--- src/rtl/ccr_pkg.sv ---
package ccr_pkg;
  typedef enum logic [1:0] {
    DS_HUNT = 2'd0,
    DS_DATA = 2'd1,
    DS_DONE = 2'd2
  } ds_state_t;
endpackage

--- src/rtl/ccr_phase_acq.sv ---
// Measures run-in rising edges against a grid anchored on the first edge
// and produces a divider load value that puts bit boundaries at the mean.
module ccr_phase_acq #(
  parameter int BIT_CLKS = 24,
  parameter int N_AVG    = 4
) (
  input  logic                        clk,
  input  logic                        rst_n,
  input  logic                        enable,
  input  logic                        rise,
  output logic                        load,
  output logic [$clog2(BIT_CLKS)-1:0] load_val
);
  localparam int PW = $clog2(BIT_CLKS);
  localparam int GW = $clog2(2 * BIT_CLKS);
  localparam int EW = $clog2(N_AVG + 1) + 1;
  localparam int SH = $clog2(N_AVG);

  logic [GW-1:0] grid_cnt;
  logic [EW-1:0] edge_cnt;
  int            dev_sum;
  int            dev, tot, avg, v;

  always_comb begin
    dev = (int'(grid_cnt) < BIT_CLKS) ? int'(grid_cnt) : int'(grid_cnt) - 2 * BIT_CLKS;
    tot = dev_sum + dev;
    avg = tot >>> SH;
    v   = int'(grid_cnt) - avg + 1;
    if (v < 0) v = v + BIT_CLKS;
    if (v < 0) v = v + BIT_CLKS;
    if (v >= BIT_CLKS) v = v - BIT_CLKS;
    if (v >= BIT_CLKS) v = v - BIT_CLKS;
    if (v >= BIT_CLKS) v = v - BIT_CLKS;
    load     = enable && rise && (edge_cnt == EW'(N_AVG));
    load_val = v[PW-1:0];
  end

  always_ff @(posedge clk) begin
    if (!rst_n || !enable) begin
      grid_cnt <= '0;
      edge_cnt <= '0;
      dev_sum  <= 0;
    end else begin
      grid_cnt <= (grid_cnt == GW'(2 * BIT_CLKS - 1)) ? '0 : grid_cnt + 1'b1;
      if (rise) begin
        if (edge_cnt == '0) begin
          grid_cnt <= GW'(1);
          edge_cnt <= EW'(1);
          dev_sum  <= 0;
        end else if (edge_cnt <= EW'(N_AVG)) begin
          dev_sum  <= tot;
          edge_cnt <= edge_cnt + 1'b1;
        end
      end
    end
  end
endmodule

--- src/rtl/ccr_bit_timer.sv ---
// Free-running bit divider; tick marks the mid-bit sampling clock.
module ccr_bit_timer #(
  parameter int BIT_CLKS = 24
) (
  input  logic                        clk,
  input  logic                        rst_n,
  input  logic                        load,
  input  logic [$clog2(BIT_CLKS)-1:0] load_val,
  output logic                        tick
);
  localparam int PW = $clog2(BIT_CLKS);
  localparam logic [PW-1:0] LAST = PW'(BIT_CLKS - 1);
  localparam logic [PW-1:0] MID  = PW'(BIT_CLKS / 2);

  logic [PW-1:0] bit_pos;

  always_ff @(posedge clk) begin
    if (!rst_n)            bit_pos <= '0;
    else if (load)         bit_pos <= load_val;
    else if (bit_pos == LAST) bit_pos <= '0;
    else                   bit_pos <= bit_pos + 1'b1;
  end

  assign tick = (bit_pos == MID);
endmodule

--- src/rtl/ccr_deser.sv ---
// Start-pattern hunt and LSB-first byte assembly for one gated line.
module ccr_deser
  import ccr_pkg::*;
#(
  parameter int BYTES = 2
) (
  input  logic       clk,
  input  logic       rst_n,
  input  logic       run,
  input  logic       tick,
  input  logic       din,
  output logic       byte_valid,
  output logic [7:0] byte_data,
  output logic       parity_err
);
  localparam int NB = 8 * BYTES;
  localparam int BW = $clog2(NB);

  ds_state_t     state;
  logic [1:0]    hist;
  logic [6:0]    sh;
  logic [BW-1:0] nbit;

  always_ff @(posedge clk) begin
    if (!rst_n) begin
      state      <= DS_HUNT;
      hist       <= 2'b11;
      sh         <= '0;
      nbit       <= '0;
      byte_valid <= 1'b0;
      byte_data  <= '0;
    end else begin
      byte_valid <= 1'b0;
      if (!run) begin
        state <= DS_HUNT;
        hist  <= 2'b11;
        nbit  <= '0;
      end else if (tick) begin
        case (state)
          DS_HUNT: begin
            hist <= {hist[0], din};
            if (hist == 2'b00 && din) begin
              state <= DS_DATA;
              nbit  <= '0;
            end
          end
          DS_DATA: begin
            sh   <= {din, sh[6:1]};
            nbit <= nbit + 1'b1;
            if (nbit[2:0] == 3'd7) begin
              byte_valid <= 1'b1;
              byte_data  <= {din, sh};
            end
            if (nbit == BW'(NB - 1)) state <= DS_DONE;
          end
          default: ;
        endcase
      end
    end
  end

  assign parity_err = ~^byte_data;
endmodule

--- src/rtl/caption_clk_recovery.sv ---
module caption_clk_recovery #(
  parameter int BIT_CLKS = 24,
  parameter int N_AVG    = 4,
  parameter int BYTES    = 2
) (
  input  logic       clk,
  input  logic       rst_n,
  input  logic       line_gate,
  input  logic       video_change,
  input  logic       data_in,
  output logic       locked,
  output logic       out_valid,
  input  logic       out_ready,
  output logic [7:0] out_byte,
  output logic       out_parity_err
);
  localparam int PW = $clog2(BIT_CLKS);

  logic          din_q, rise;
  logic          acq_load, tick;
  logic [PW-1:0] acq_val;
  logic          bv, bperr;
  logic [7:0]    bdata;

  always_ff @(posedge clk) begin
    if (!rst_n) din_q <= 1'b0;
    else        din_q <= data_in;
  end
  assign rise = data_in & ~din_q;

  ccr_phase_acq #(.BIT_CLKS(BIT_CLKS), .N_AVG(N_AVG)) acq_i (
    .clk(clk), .rst_n(rst_n), .enable(line_gate & ~locked), .rise(rise),
    .load(acq_load), .load_val(acq_val)
  );

  ccr_bit_timer #(.BIT_CLKS(BIT_CLKS)) tmr_i (
    .clk(clk), .rst_n(rst_n), .load(acq_load), .load_val(acq_val), .tick(tick)
  );

  ccr_deser #(.BYTES(BYTES)) des_i (
    .clk(clk), .rst_n(rst_n), .run(line_gate & locked), .tick(tick), .din(data_in),
    .byte_valid(bv), .byte_data(bdata), .parity_err(bperr)
  );

  always_ff @(posedge clk) begin
    if (!rst_n)            locked <= 1'b0;
    else if (video_change) locked <= 1'b0;
    else if (acq_load)     locked <= 1'b1;
  end

  always_ff @(posedge clk) begin
    if (!rst_n) begin
      out_valid      <= 1'b0;
      out_byte       <= '0;
      out_parity_err <= 1'b0;
    end else if (bv && (!out_valid || out_ready)) begin
      out_valid      <= 1'b1;
      out_byte       <= bdata;
      out_parity_err <= bperr;
    end else if (out_ready) begin
      out_valid <= 1'b0;
    end
  end
endmodule

--- config.mk ---
export PLATFORM = sky130hd
export DESIGN_NAME = caption_clk_recovery
export DESIGN_NICKNAME = d
export VERILOG_FILES = /design/src/rtl/ccr_pkg.sv /design/src/rtl/ccr_phase_acq.sv /design/src/rtl/ccr_bit_timer.sv /design/src/rtl/ccr_deser.sv /design/src/rtl/caption_clk_recovery.sv
export SDC_FILE = /design/constraint.sdc
export NUM_CORES = 1
export LEC_CHECK = 0
export ABC_AREA = 1
export CORE_MARGIN = 2
export CORE_UTILIZATION = 45
export DETAILED_ROUTE_END_ITERATION = 7
export GPL_ROUTABILITY_DRIVEN = 0
export GPL_TIMING_DRIVEN = 1
export PLACE_DENSITY = 0.65
export SLEW_MARGIN = 20
export SYNTH_ARGS = -nofsm -noshare
export SYNTH_HDL_FRONTEND = slang
export SYNTH_SLANG_ARGS = --single-unit
--- constraint.sdc ---
create_clock -name clk -period 18.1 [get_ports clk]
set_input_delay 5.43 -clock clk [delete_from_list [all_inputs] [get_ports clk]]
set_output_delay 5.43 -clock clk [all_outputs]
set_load 0.1 [all_outputs]
======== Word level (Yosys, flattened, before mapping) ========
Cells that the tools add are included.
word-level totals
  input bits .............................. 6
  word-level logic and storage cells ...... 98
  register bits after elaboration ......... 83
  output and inout port bits .............. 11
operators by class
  equal/unequal tests ..................... 9
  $lt $le $gt $ge ......................... 7
  $add $sub $neg .......................... 13
  mux-type cells .......................... 23
  bitwise gates (word level) .............. 6
  reductions and logical operators ........ 25
operators with widths
  operator               count
  $mux 32                7
  $ge 32x6->1 const B    3
  $add 32x6->32 const B  2
  $lt 32x1->1 const B    2
  $sub 32x6->32 const B  2
  $add 32x2->32 const B  1
  $add 32x32->32         1
  $sub 7x30->31          1
  $mux 6                 3
  $mux 5                 3
  $mux 4                 3
  $reduce_and 4->1       3
  $add 4x1->4 const B    2
  $pmux 4 s2             1
  $reduce_xnor 8->1      1
  $sub 6x6->7 const B    1
  $add 6x1->6 const B    1
  $eq 6x6->1 const B     1
  $lt 6x5->1 const B     1
  $reduce_and 2->1       3
  $reduce_and 3->1       2
  $reduce_bool 2->1      3
  $add 5x1->5 const B    1
  $eq 5x4->1 const B     1
  19 further kinds       34

======== Longest topological paths before layout ========
  depth after elaboration ................. 16
  depth in mapped cells ................... 76
  gate-level depth less buffers ........... 75

======== Modules after synthesis ========
A second synthesis with hierarchy kept.
second synthesis, totals
  cells, all modules ...................... 2300
  area, all modules ....................... 12525.8 sq um
by module, submodules not included
  module                times used  area an instance (sq um)  cells each
  ccr_phase_acq         1           10540.1                   2036
  ccr_deser             1           1119.8                    148
  caption_clk_recovery  1           591.8                     76
  ccr_bit_timer         1           274.0                     40

======== Worst setup path before layout ========
No wires, ideal clock.
  path kind ............................... flip-flop to flip-flop
  from .................................... reg acq_i.grid_cnt[5]
  to ...................................... reg tmr_i.bit_pos[4]
  clock period less this slack ............ 8.709 ns
  stages on the path, launching flop included .. 69
  setup time .............................. 0.070 ns
  arrival ................................. 8.638 ns
  data required time ...................... 18.030 ns
  slack ................................... 9.391 ns
  cell sequence ........................... dfxtp_1 -> inv_1 -> ha_1 -> a21oi_1 -> a21oi_1 -> ha_1 -> nand2_1 -> inv_1 -> a21oi_1 -> nand2_1 -> xor2_1 -> inv_1 -> ha_1 -> nand2_1 -> o21ai_0 -> nor2_1 -> nor2_2 -> nand3_4 -> [33 not listed] -> nor2_1 -> nand3_1 -> nor2_1 -> nand3_4 -> nand2_4 -> buf_6 -> nand2_1 -> nand2_1 -> nand2_1 -> nor2_1 -> nand2_1 -> nor2_2 -> nand2_2 -> nand2_2 -> nand2_1 -> nand2_1 -> nand2_1 -> a21oi_1
between the ends
  longest elaborated chain between the ends .. 16
  elaborated cells on any way between the ends .. 22
ends and longest elaborated chain
  what                                                 line                 source
  from (decl)                                          ccr_phase_acq.sv:19  logic [GW-1:0] grid_cnt;
  from (signal assigned)                               ccr_phase_acq.sv:44  grid_cnt <= (grid_cnt == GW'(2 * BIT_CLKS - 1)) ? '0 : grid_cnt + 1'b1;
  $sub 6x6->7 / $lt 6x5->1 (equally long branches)     ccr_phase_acq.sv:25  dev = (int'(grid_cnt) < BIT_CLKS) ? int'(grid_cnt) : int'(grid_cnt) - 2 * BIT_CLKS;
  $mux 32                                              ccr_phase_acq.sv:25
  $add 32x32->32                                       ccr_phase_acq.sv:26  tot = dev_sum + dev;
  $sub 7x30->31 *                                      ccr_phase_acq.sv:28  v = int'(grid_cnt) - avg + 1;
  $add 32x2->32 *                                      ccr_phase_acq.sv:28
  $add 32x6->32 / $lt 32x1->1 (equally long branches)  ccr_phase_acq.sv:29  if (v < 0) v = v + BIT_CLKS;
  $mux 32 *                                            ccr_phase_acq.sv:29
  $add 32x6->32 / $lt 32x1->1 (equally long branches)  ccr_phase_acq.sv:30  if (v < 0) v = v + BIT_CLKS;
  $mux 32 *                                            ccr_phase_acq.sv:30
  $sub 32x6->32 / $ge 32x6->1 (equally long branches)  ccr_phase_acq.sv:31  if (v >= BIT_CLKS) v = v - BIT_CLKS;
  $mux 32 *                                            ccr_phase_acq.sv:31
  $sub 32x6->32 / $ge 32x6->1 (equally long branches)  ccr_phase_acq.sv:32  if (v >= BIT_CLKS) v = v - BIT_CLKS;
  $mux 32 *                                            ccr_phase_acq.sv:32
  $ge 32x6->1 / $sub 5x4->5 (equally long branches)    ccr_phase_acq.sv:33  if (v >= BIT_CLKS) v = v - BIT_CLKS;
  $mux 5 *                                             ccr_phase_acq.sv:33
  $mux 5 *                                             ccr_bit_timer.sv:19  else if (load) bit_pos <= load_val;
  to (signal assigned)                                 ccr_bit_timer.sv:19
  to (signal assigned)                                 ccr_bit_timer.sv:21  else bit_pos <= bit_pos + 1'b1;
  to (decl)                                            ccr_bit_timer.sv:15  logic [PW-1:0] bit_pos;
Every way passes the cells marked *; elsewhere a longest branch is shown, timed or not.
A chain may end at the register's enable or synchronous reset.

======== Worst setup path after layout ========
Same ends and word-level chain as after synthesis.

==> flow_summary_export.csv <==
group,metric,value,unit
outcome,status,"finished clean",
synth,synth-seq-cells,83,
place,dpl.hpwl,33.43,mm
final_layout,drive_gt1_frac,0.09942,
timing,slew_headroom,0.3527,
power_and_ir_drop,power.clock.fraction,0.287,
synth,yosysTopAreaCellShare,0.2784,
critical_path,cp.arrival,10500,ps
detailed_routing,wl_per_cell,13.56,µm
synth,yosysMostFrequentCell,"nand2_1",
synth,syn_area_per_cell,5.292,µm²
synth,ys_warn_count,0,
cts,cts.htree.levels,3,
grt,grt_pass1_vias,14400,
die,row_count,64,
timing,finalMaxSlewViolations,0,
synth,ys_top_cells_by_area,"nand2_1 28%, dfxtp_1 12%, nand3_1 9.3%, inv_1 8.8%, nor2_1 7.4%",
critical_path,cp_common_cell,"nand2_1",
synth,syn-num-nets,2664,
detailed_routing,viasPerCell,5.268,
timing,rsz0062_at_grt,"no",
die,die_height,179.0,µm
timing,setup_tns,0,ps
synth,synth_edf_count,0,
cts,cts_max_path_buffers,2,
final_layout,seq_area,1662,µm²
critical_path,endpoint_kind,"flip-flop",
cts,cts_setup_buffers,0,
detailed_routing,vias,15810,
power_and_ir_drop,vdd.ir_drop.worst,40.83,µV
cts,clock_sinks,83,
timing,fmax,97.83,MHz
power_and_ir_drop,power_leakage,0.007826,µW
grt,gr-usage-met3,0.02014,
grt,antenna_found_initial,0,
die,io_pins,17,
timing,setup_violations,0,
final_layout,multi_input_area,10520,µm²
timing,period_share,0.5647,
hold_path,hold_class,"flip-flop to flip-flop",
final_layout,nets,2660,
synth,yosys-top-cells-count,"1022 x nand2_1, 323 x inv_1, 270 x nor2_1, 257 x nand3_1, 85 x a21oi_1",
die,core_area,30350,µm²
timing,hold_viol,0,
detailed_routing,antenna_left,0,
cts,cts_root_buffer,"clkbuf_16",
place,portBuffers,16,
synth,yosysTopAreaCell,"nand2_1",
critical_path,path_class,"flip-flop to flip-flop",
grt,met2_usage,0.4389,
place,dp.cells,2985,
critical_path,crit_fanout,27,
cts,clk_pin_slew,70,ps
synth,syn_inst,2604,
detailed_routing,dr.pass1.iters,6,
power_and_ir_drop,switching_power,295.3,µW
cts,cts_tree,"done",
grt,grt.total_usage,0.2550,
grt,busiest_layer,"met2",
grt,grt_max_degree,39,
detailed_routing,drc,0,
final_layout,area_growth,5.593,%
timing,holdWs,458.5,ps
timing,finClkSkew,11.86,ps
synth,synthArstFlopShare,0,
critical_path,critPathLaunchType,"flip-flop",
detailed_routing,first_iter_violations,1125,
job,cap_viol_max_count,0,
power_and_ir_drop,p_seq_frac,0.273,
power_and_ir_drop,p_int,382.0,µW
cts,holdBufCountCts,0,
timing,fin_crit,10220,ps
cts,insertion_delay,350,ps
cts,cts_made_buffers,9,
power_and_ir_drop,p_per_area,46.55,nW/µm²
die,start_util,0.4540,
grt,grt.overflow.total,0,
die,die-width,179.0,µm
grt,use_met1,0.3344,
synth,netlist_area,13780,µm²
critical_path,crit_required,18380,ps
synth,synth-seq-area-share,0.1206,
final_layout,stdcell_count,3001,
final_layout,fillerInstances,3243,
critical_path,cp_slowest_stage_delay,550,ps
power_and_ir_drop,swShare,0.4360,
cts,cts_repair_resize_count,0,
die,die_area,32040,µm²
synth,synth.distinct_cells,54,
final_layout,n_antenna_cell,0,
grt,grt_pass1_wl,67.54,mm
critical_path,slowest_stage,"nand2_1",
detailed_routing,drt_wl_total,40.70,mm
power_and_ir_drop,pwr-share-comb,0.441,
synth,synth_ff_type,"dfxtp_1",
timing,worst_pin_slew,967.9,ps
stage by stage:
| stage | total power, µW | worst slack (ps) | cell area [µm²] | util |
|---|---|---|---|---|
| floorplan | 430.1 | 9391 | 13780 | - |
| global placement | 477.3 | 8357 | 14250 | 0.4695 |
| detailed placement | 480.3 | 8046 | 14250 | 0.4695 |
| CTS | 675.3 | 8022 | 14550 | 0.4794 |
| global route | 724.4 | 6791 | 14550 | 0.4794 |
| finish | 677.3 | 7878 | 14550 | 0.4794 |
area by class of cell:
cell class,instances,share of cell area
Multi-Input combinational cell,2118,0.7227
Timing Repair Buffer,20,0.01307
Clock inverter,6,0.005074
Clock buffer,10,0.01574
Inverter,368,0.09519
Sequential cell,83,0.1142
Tap cell,396,0.03405
logic make-up (layout without fill, tap and decap cells):
kind of cell             count (synthesis)  after routing  synth area share
adder cells (fa/ha/maj)                 54             54           0.05012
XOR/XNOR                                62             62           0.03941
AND/OR/NAND/NOR                       1838           1838            0.6052
AO/OA/AOI/OAI                          164            164           0.06729
buffers and inverters                  403            404            0.1174
flip-flops                              83             83            0.1206
state kept, by name (all words and copies together) (netlist names), 2 cells and up:
register / cells
acq_i.grid_cnt: 6
acq_i.edge_cnt: 4
acq_i.dev_sum: 32
tmr_i.bit_pos: 5
des_i.nbit: 4
des_i.byte_data: 8
des_i.state: 2
des_i.hist: 2
des_i.sh: 7
out_byte: 8
final timing paths:
path / from / end / slack (ps) / cells after the start
worst min-delay path: des_i.hist[1]$_SDFFE_PN1P_ / des_i.hist[1]$_SDFFE_PN1P_ / 460 / 2
worst max-delay path: acq_i.grid_cnt[5]$_SDFF_PP0_ / tmr_i.bit_pos[4]$_SDFF_PN0_ / 7880 / 69
worst min register to register: des_i.hist[1]$_SDFFE_PN1P_ / des_i.hist[1]$_SDFFE_PN1P_ / 460 / 2
worst max register to register: acq_i.grid_cnt[5]$_SDFF_PP0_ / tmr_i.bit_pos[4]$_SDFF_PN0_ / 7880 / 69
routing by layer:
| metal | part of all wire | routed length, µm | up-vias |
|---|---|---|---|
| met5 | 0 | 0 | - |
| met4 | 0.026 | 1063 | 0 |
| met3 | 0.043 | 1761 | 89 |
| met2 | 0.47 | 19140 | 433 |
| met1 | 0.46 | 18730 | 7149 |
| li1 | - | - | 8138 |
critical path, delay by kind of cell (launching register included):
kind | cells | cell delay [ps]
fa+ha+maj | 5 | 1380
compound gates | 4 | 600
xor+xnor | 1 | 230
buf+inv | 9 | 840
flops | 1 | 420
simple gates | 50 | 6650
layout by cell type (no fill, tap or decap), types with 4 or more instances in the layout:
cell type,instances
a21boi_1,4
a21oi_1,84
a21oi_2,4
and2_1,5
buf_4,4
clkbuf_16,9
clkdlybuf4s50_1,16
clkinv_1,7
dfxtp_1,83
ha_1,52
inv_1,323
inv_2,36
nand2_1,1022
nand2_2,66
nand2_4,16
nand3_1,257
nand3_2,19
nand3_4,5
nand3b_1,10
nand4_1,58
nor2_1,269
nor2_2,48
nor2_4,30
nor3_1,18
o21ai_0,40
o21ai_1,9
o21bai_1,5
xnor2_1,14
xor2_1,48
power by group through the flow:
stage	sequential [µW]	combinational, µW	clock [µW]
final	185	299	194
after detailed placement	189	291	0
after global routing	185	334	205
after floorplan	189	241	0
after CTS	185	293	198
after global placement	189	288	0
Power figures use the tool's default switching activity.
